[src/rtl/irq_pkg.sv]
package irq_pkg;

    localparam int CORE_W = 8;
    localparam int BANK_W = 8;
    localparam int NBANK  = 2;
    localparam int PREG_W = NBANK * BANK_W;

    // core control register bit positions
    localparam int B_GIE  = 7;
    localparam int B_PEIE = 6;
    localparam int B_TEN  = 5;
    localparam int B_PEN  = 3;
    localparam int B_TF   = 2;
    localparam int B_PF   = 0;

    // core source index inside the 3-bit enable/flag groups
    localparam int SRC_PORT = 0;
    localparam int SRC_PIN  = 1;
    localparam int SRC_TMR  = 2;

    typedef struct packed {
        logic       gie;
        logic       peie;
        logic [2:0] en;
        logic [2:0] flag;
    } core_reg_t;

endpackage

[src/rtl/irq_front.sv]
module irq_front #(
    parameter int PORT_W = 4,
    parameter int SYNC   = 2
) (
    input  logic              clk,
    input  logic              rst_n,
    input  logic              ext_pin_i,
    input  logic [PORT_W-1:0] port_i,
    input  logic              port_rd_i,
    output logic              pin_evt_o,
    output logic              port_evt_o
);

    typedef struct packed {
        logic [SYNC-1:0]             pin_sync;
        logic                        pin_prev;
        logic [SYNC-1:0][PORT_W-1:0] port_sync;
        logic [PORT_W-1:0]           snap;
    } front_t;

    front_t q, d;

    always_comb begin
        d           = q;
        d.pin_sync  = {q.pin_sync[SYNC-2:0], ext_pin_i};
        d.pin_prev  = q.pin_sync[SYNC-1];
        d.port_sync = {q.port_sync[SYNC-2:0], port_i};
        if (port_rd_i) begin
            d.snap = q.port_sync[SYNC-1];
        end
    end

    always_ff @(posedge clk or negedge rst_n) begin
        if (!rst_n) begin
            q <= '0;
        end else begin
            q <= d;
        end
    end

    assign pin_evt_o  = q.pin_sync[SYNC-1] & ~q.pin_prev;
    assign port_evt_o = (q.port_sync[SYNC-1] != q.snap);

endmodule

[src/rtl/irq_regs.sv]
module irq_regs
    import irq_pkg::*;
#(
    parameter int NUM_PERIPH = 12
) (
    input  logic                  clk,
    input  logic                  rst_n,
    input  logic [2:0]            core_evt_i,
    input  logic [NUM_PERIPH-1:0] per_evt_i,
    input  logic                  core_wr_i,
    input  logic [CORE_W-1:0]     core_wdata_i,
    input  logic                  per_bank_i,
    input  logic                  per_en_wr_i,
    input  logic                  per_flg_wr_i,
    input  logic [BANK_W-1:0]     per_wdata_i,
    input  logic                  vec_take_i,
    input  logic                  reti_i,
    output core_reg_t             core_o,
    output logic [PREG_W-1:0]     per_en_o,
    output logic [PREG_W-1:0]     per_flag_o
);

    function automatic logic [PREG_W-1:0] valid_mask();
        logic [PREG_W-1:0] m;
        for (int i = 0; i < PREG_W; i++) begin
            m[i] = (i < NUM_PERIPH);
        end
        return m;
    endfunction

    localparam logic [PREG_W-1:0] VALID = valid_mask();

    typedef struct packed {
        core_reg_t         core;
        logic [PREG_W-1:0] pen;
        logic [PREG_W-1:0] pflag;
    } regs_t;

    regs_t             q, d;
    logic [PREG_W-1:0] per_clr;
    logic [PREG_W-1:0] evt_w;

    assign evt_w = PREG_W'(per_evt_i);

    always_comb begin
        d       = q;
        per_clr = '0;

        if (core_wr_i) begin
            d.core.peie = core_wdata_i[B_PEIE];
            d.core.en   = core_wdata_i[B_TEN:B_PEN];
        end
        // event set wins over software clear
        d.core.flag = core_evt_i
                    | (q.core.flag & ~({3{core_wr_i}} & ~core_wdata_i[B_TF:B_PF]));

        if (vec_take_i) begin
            d.core.gie = 1'b0;
        end else if (reti_i) begin
            d.core.gie = 1'b1;
        end else if (core_wr_i) begin
            d.core.gie = core_wdata_i[B_GIE];
        end

        for (int b = 0; b < NBANK; b++) begin
            if (per_bank_i == 1'(b)) begin
                if (per_en_wr_i) begin
                    d.pen[b*BANK_W +: BANK_W] = per_wdata_i;
                end
                if (per_flg_wr_i) begin
                    per_clr[b*BANK_W +: BANK_W] = ~per_wdata_i;
                end
            end
        end
        d.pen   = d.pen & VALID;
        d.pflag = (evt_w | (q.pflag & ~per_clr)) & VALID;
    end

    always_ff @(posedge clk or negedge rst_n) begin
        if (!rst_n) begin
            q <= '0;
        end else begin
            q <= d;
        end
    end

    assign core_o     = q.core;
    assign per_en_o   = q.pen;
    assign per_flag_o = q.pflag;

endmodule

[src/rtl/irq_gate.sv]
module irq_gate #(
    parameter int NCORE = 3,
    parameter int NPER  = 16
) (
    input  logic             gie_i,
    input  logic             peie_i,
    input  logic [NCORE-1:0] core_en_i,
    input  logic [NCORE-1:0] core_flag_i,
    input  logic [NPER-1:0]  per_en_i,
    input  logic [NPER-1:0]  per_flag_i,
    output logic             irq_o,
    output logic             wake_o
);

    logic [NPER-1:0] per_hit;
    logic            core_any;
    logic            per_any;

    genvar g;
    generate
        for (g = 0; g < NPER; g++) begin : g_per
            assign per_hit[g] = per_en_i[g] & per_flag_i[g];
        end
    endgenerate

    assign core_any = |(core_en_i & core_flag_i);
    assign per_any  = peie_i & (|per_hit);
    assign wake_o   = core_any | per_any;
    assign irq_o    = gie_i & wake_o;

endmodule

[src/rtl/irq_two_tier.sv]
module irq_two_tier
    import irq_pkg::*;
#(
    parameter int          NUM_PERIPH = 12,
    parameter int          PORT_W     = 4,
    parameter int          SYNC       = 2,
    parameter logic [13:0] VEC_ADDR   = 14'h0004
) (
    input  logic                  clk,
    input  logic                  rst_n,
    input  logic                  tmr_ovf_i,
    input  logic                  ext_pin_i,
    input  logic [PORT_W-1:0]     port_i,
    input  logic                  port_rd_i,
    input  logic [NUM_PERIPH-1:0] per_evt_i,
    input  logic                  core_wr_i,
    input  logic [7:0]            core_wdata_i,
    input  logic                  per_bank_i,
    input  logic                  per_en_wr_i,
    input  logic                  per_flg_wr_i,
    input  logic [7:0]            per_wdata_i,
    input  logic                  vec_take_i,
    input  logic                  reti_i,
    output logic [7:0]            core_q_o,
    output logic [15:0]           per_en_o,
    output logic [15:0]           per_flag_o,
    output logic                  irq_o,
    output logic                  wake_o,
    output logic [13:0]           vec_addr_o
);

    logic      pin_evt;
    logic      port_evt;
    logic [2:0] core_evt;
    core_reg_t core;

    irq_front #(.PORT_W(PORT_W), .SYNC(SYNC)) u_front (
        .clk        (clk),
        .rst_n      (rst_n),
        .ext_pin_i  (ext_pin_i),
        .port_i     (port_i),
        .port_rd_i  (port_rd_i),
        .pin_evt_o  (pin_evt),
        .port_evt_o (port_evt)
    );

    always_comb begin
        core_evt           = '0;
        core_evt[SRC_TMR]  = tmr_ovf_i;
        core_evt[SRC_PIN]  = pin_evt;
        core_evt[SRC_PORT] = port_evt;
    end

    irq_regs #(.NUM_PERIPH(NUM_PERIPH)) u_regs (
        .clk          (clk),
        .rst_n        (rst_n),
        .core_evt_i   (core_evt),
        .per_evt_i    (per_evt_i),
        .core_wr_i    (core_wr_i),
        .core_wdata_i (core_wdata_i),
        .per_bank_i   (per_bank_i),
        .per_en_wr_i  (per_en_wr_i),
        .per_flg_wr_i (per_flg_wr_i),
        .per_wdata_i  (per_wdata_i),
        .vec_take_i   (vec_take_i),
        .reti_i       (reti_i),
        .core_o       (core),
        .per_en_o     (per_en_o),
        .per_flag_o   (per_flag_o)
    );

    irq_gate #(.NCORE(3), .NPER(PREG_W)) u_gate (
        .gie_i       (core.gie),
        .peie_i      (core.peie),
        .core_en_i   (core.en),
        .core_flag_i (core.flag),
        .per_en_i    (per_en_o),
        .per_flag_i  (per_flag_o),
        .irq_o       (irq_o),
        .wake_o      (wake_o)
    );

    assign core_q_o   = core;
    assign vec_addr_o = VEC_ADDR;

endmodule

[config.mk]
export PLATFORM = sky130hd
export DESIGN_NAME = irq_two_tier
export DESIGN_NICKNAME = d
export VERILOG_FILES = /design/src/rtl/irq_pkg.sv /design/src/rtl/irq_front.sv /design/src/rtl/irq_regs.sv /design/src/rtl/irq_gate.sv /design/src/rtl/irq_two_tier.sv
export SDC_FILE = /design/constraint.sdc
export NUM_CORES = 1
export LEC_CHECK = 0
export BUFFER_PORTS_ARGS = -buffer_cell sky130_fd_sc_hd__buf_2
export CAP_MARGIN = 30
export CORE_MARGIN = 1.5
export CORE_UTILIZATION = 46
export CTS_CLUSTER_DIAMETER = 30
export CTS_CLUSTER_SIZE = 14
export DETAILED_ROUTE_END_ITERATION = 8
export PLACE_DENSITY_LB_ADDON = 0.15
export SYNTH_ARGS = -nofsm -noshare
export SYNTH_HDL_FRONTEND = slang
export SYNTH_HIERARCHICAL = 1
export SYNTH_SLANG_ARGS = --single-unit
[constraint.sdc]
create_clock -name clk -period 1.2 [get_ports clk]
set_input_delay 0.06 -clock clk [delete_from_list [all_inputs] [get_ports clk]]
set_output_delay 0.06 -clock clk [all_outputs]
set_load 0.005 [all_outputs]
# [Word level (Yosys, flattened, before mapping)]
# Cells that the tools add are included.
[word_totals] elab_cells=52 regBits=47
[op_classes] n_eq_ne=1 n_reduce_logical=5 n_mux=6 n_bitwise=28
[op_table] operator="8-bit 2-to-1 mux" n=2
[op_table] operator="1-bit bitwise AND" n=15
[op_table] operator="12-bit bitwise AND" n=1
[op_table] operator="12-bit NOT" n=1
[op_table] operator="12-bit OR" n=1
[op_table] operator="12-bit OR reduction" n=1
[op_table] operator="3-bit bitwise AND" n=3
[op_table] operator="8-bit NOT" n=1
[op_table] operator="3-bit NOT" n=2
[op_table] operator="4-bit 2-to-1 mux" n=1
[op_table] operator="4-bit != test" n=1
[op_table] operator="2-bit AND reduction" n=2
[op_table] operator="1-bit 2-to-1 mux" n=3
[op_table] operator="3-bit OR" n=1
[op_table] operator="3-bit nonzero test" n=1
[op_table] operator="3-bit OR reduction" n=1
[op_table] operator="1-bit NOT" n=2
[op_table] operator="1-bit OR" n=1

# [Logic depth before layout (Yosys ltp)]
[logic_depth] word_depth=6 depth_mapped=5

# [Cells and area by module]
# The synthesis kept the hierarchy.
[modules_own_cells] module="irq_regs" seq_area_each_um2=800.8 instances=1 area_per_inst_um2=1333.8 cells_per_inst=96
[modules_own_cells] module="irq_front" seq_area_each_um2=375.4 instances=1 area_per_inst_um2=467.9 cells_per_inst=25
[modules_own_cells] module="irq_gate" seq_area_each_um2=0.0 instances=1 area_per_inst_um2=135.1 cells_per_inst=15
[modules_own_cells] module="irq_two_tier" seq_area_each_um2=0.0 instances=1 area_per_inst_um2=112.6 cells_per_inst=16

# [Least setup slack after synthesis]
# OpenSTA, ideal clock, no wires.
[synth_path] kind="reg-to-output" startpoint="register u_regs.q, in the netlist u_regs/per_en_o[5]" endpoint="output irq_o" required_time_ns=1.140 stages_incl_launch_ff=5 slack_ns=0.083 arrival_time_ns=1.057 cell_sequence="dfrtp_1 > a22o_1 > a221oi_2 > and4_1 > a21oi_1"
[synth_via] elab_chain_cells=5
[synth_rtl] element="from (decl)" line="irq_regs.sv:39" rtl="regs_t q, d;"
[synth_rtl] element="from (signal assigned)" line="irq_regs.sv:81" rtl="q <= '0;"
[synth_rtl] element="from (signal assigned)" line="irq_regs.sv:83" rtl="q <= d;"
[synth_rtl] element="1-bit bitwise AND" line="irq_gate.sv:22" rtl="assign per_hit[g] = per_en_i[g] & per_flag_i[g];"
[synth_rtl] element="12-bit OR reduction" line="irq_gate.sv:27" rtl="assign per_any = peie_i & (|per_hit);"
[synth_rtl] element="1-bit bitwise AND" line="irq_gate.sv:27"
[synth_rtl] element="1-bit OR" line="irq_gate.sv:28" rtl="assign wake_o = core_any | per_any;"
[synth_rtl] element="1-bit bitwise AND" line="irq_gate.sv:29" rtl="assign irq_o = gie_i & wake_o;"
[synth_rtl] element="to (decl)" line="irq_two_tier.sv:27" rtl="output logic irq_o,"
# Every way passes these cells.

# [Final worst setup path]
[layout_path] startpoint="register u_regs.q, in the netlist u_regs/per_flag_o[1]" endpoint="output irq_o"
# Same word-level chain as after synthesis.

==> summary.md <==
| Metric | Value |
|---|---|
| Unique masters post-synth | 23 |
| Yosys top cell area share | 57.4% |
| Failing checks | negative setup slack |
| Crit. End Element | output pin |
| Nets@finish | 315 |
| Vias in the first global route | 1556 |
| Rows | 24 |
| Synth Area in XOR/XNOR | 1.71% |
| Synth Flop Type | dfrtp_1 |
| Worst Path Required | 1140 ps |
| Total power | 3.81 mW |
| Area delta synth->final | 42.2% |
| H-Tree Depth | 2 |
| Global-route wire length before repair | 7080 um |
| Fmax | 0.604 GHz |
| IO Port Bufs | 76 |
| RSZ-0062 raised after global routing | yes |
| Most common cell in the netlist | dfrtp_1 |
| Crit Path Class | flip-flop to output pin |
| Reg clk slew, reported paths | 80 ps |
| Status | finished with violations |
| Worst Path Max Fanout | 2 |
| Vias | 1560 |
| Worst Skew | 1.16 ps |
| DRC | 0 |
| Adder and majority gate portion of the synthesized area | 0% |
| Main combinational cell family by area after synthesis | multiplexers |
| Total CTS buffers | 5 |
| Gate Count Post-Synth | 152 |
| Period utilization | 138% |
| Clk_lat worst skew | 290 ps |
| WL per Instance | 13.8 um |
| Area of the core | 4320 um2 |
| Setup WS post-layout | -456 ps |
| Commonest cells in the netlist | dfrtp_1 (47), buf_4 (23), mux2_2 (20) |
| Power density over the cells | 1310 nW/um2 |
| Fraction of layout cells with a size suffix above 1 | 46.9% |
| Mux share of post-synthesis cell area | 11.5% |
| Post-DP HPWL | 3260 um |
| Initial drt markers | 56 |
| DP Cell Count | 290 |
| Max-cap violations | 0 |
| Die W | 69.8 um |
| Critical Path AT | 1600 ps |
| Largest net degree at the start of global routing | 48 |
| Setup TNS | -919 ps |
| Final Instance Count excl. Fillers | 325 |
| Fin util | 67.4% |
| Post-route cell area | 2910 um2 |
| GRT Resource Usage Total | 18.6% |
| Tmin final | 1660 ps |
| Ys async rst share | 100% |
| GR Overflow Total | 0 |
| Synth area leader | dfrtp_1 |
| Mapped cell area | 2050 um2 |
| Placed Area | 2510 um2 |
| Root Buffer | clkbuf_8 |
| Flop and latch count out of synthesis | 47 |
| Clock sinks | 47 |
| Clock buffer depth | 2 |
| Synth warn | 6 |
| Die height | 69.8 um |
| Sequential area share after synthesis | 57.4% |
| Hold violation count in the final report | 0 |
| Initial core utilization | 47.4% |
| CTS tree | done |
| Pre-antenna DRT Iters | 4 |
| Mean Syn Cell Area | 13.5 um2 |
| ANT cells | 0 |
| Peak supply drop | 0.956 mV |
| Final setup vio count | 3 |
| Top Ports | 99 |
| Final wirelength | 4480 um |
| DIE AREA | 4870 um2 |
| Vias/cell | 4.80 |
| Static leakage | 1.37 nW |
| Max Slew Vio Count | 0 |
| Post-DRT Antenna Nets | 0 |
| Synth Area in Compound Gates | 11.4% |
| Worst min-delay path class | input port to flip-flop |
| Final Wtd Congestion | 0.832 |
| Crit start category | flip-flop |
| Largest cells by area after synthesis | dfrtp_1 (57%), mux2_2 (11%), buf_4 (8.4%), a21o_1 (5.5%), or3b_1 (3.0%) |
| Antenna violations before repair | 0 |
| EDFF count, synth | 0 |
| Simple-Gate Fraction of Synth Area | 7.69% |
power by group:
part           internal [mW]  total (mW)  switching (mW)  leakage (nW)
clock                  0.832        1.33           0.495        0.0654
combinational          0.405       0.669           0.264         0.786
sequential              1.72        1.82          0.0996         0.519
state kept, by name, indices dropped and copies added, names as in the netlist:
| signal | count |
|---|---|
| u_front/d | 6 |
| u_front/q | 9 |
| u_regs/core_o | 8 |
| u_regs/per_en_o | 12 |
| u_regs/per_flag_o | 12 |
layout make-up:
cell class,instances,area [um2]
clock buffers,6,72.6
inverters,2,7.51
repair buffers,120,790
fillers,353,1410
well taps,52,65.1
multi-input cells,96,743
clock inverters,2,60.1
flip-flops and latches,47,1180
worst paths after layout:
kind	from	endpoint	slack, ps	cells past startpoint
setup / recovery	u_regs/per_flag_o[1]	irq_o	-460	5
hold / removal	core_wdata_i[3]	u_regs/core_o[3]	20	2
setup reg to reg	u_regs/per_flag_o[1]	u_regs/per_flag_o[1]	200	4
hold reg to reg	u_front/d[14]	u_front/d[12]	350	0
max in group asynchronous	rst_n	u_regs/per_flag_o[8]	720	3
min in group asynchronous	rst_n	u_regs/core_o[1]	270	3
layout by cell type, fill, tap and decap left out:
cell,instances
buf_4,19
a221oi_2,4
dfrtp_1,47
nand2_1,3
a22o_1,4
bufinv_16,2
nand2b_1,4
buf_6,1
or3b_2,1
a21oi_1,2
nand4_1,1
conb_1,22
mux2i_1,1
o21ai_1,1
mux2_2,20
buf_12,1
and4_1,1
inv_1,2
nor2b_1,1
or3b_1,7
clkbuf_1,1
clkbuf_8,5
a222oi_1,1
buf_2,75
dlygate4sd3_1,24
a21o_1,15
xnor2_1,4
nand3b_1,4
per-stage QoR:
stage / setup WS [ps] / hold slack (ps)
2_1_floorplan: 82.9 / -236
3_3_place_gp: -97.1 / 57.5
3_5_place_dp: -153 / 60.7
4_1_cts: -464 / 6.75
5_1_grt: -532 / 13.8
6_report: -456 / 16.6
routing by layer:
layer | track usage (%) | up-vias | routed length [um]
met3 | 5.23 | 7 | 336
met4 | 6.41 | 0 | 65
li1 | - | 726 | -
met2 | 32.1 | 74 | 2240
met1 | 22.5 | 753 | 1840
met5 | 0 | - | 0
cells by family (layout without fill, tap and decap cells):
kind of cell | Yosys count | count (layout)
simple gates | 22 | 22
flops | 47 | 47
mux | 21 | 21
xor+xnor | 4 | 4
buf+inv | 28 | 130
other cells | 3 | 22
compound gates | 27 | 27
worst max-delay path, stage by stage, from the launching register on:
cell and delay [ps]:
dfrtp_1 390, a22o_1 240, a221oi_2 210, and4_1 270
a21oi_1 70, buf_2 120
timing repair:
item / 4_1_cts / 5_1_grt
pin swaps: 3 / 1
gates resized for setup: 0 / 1
hold buffers: 24 / 0
setup endpoints to repair: 2 / 2
hold endpoints to repair: 69 / 0
buffers inserted: 1 / 2
Note: power is estimated with default switching activity, not from simulation.
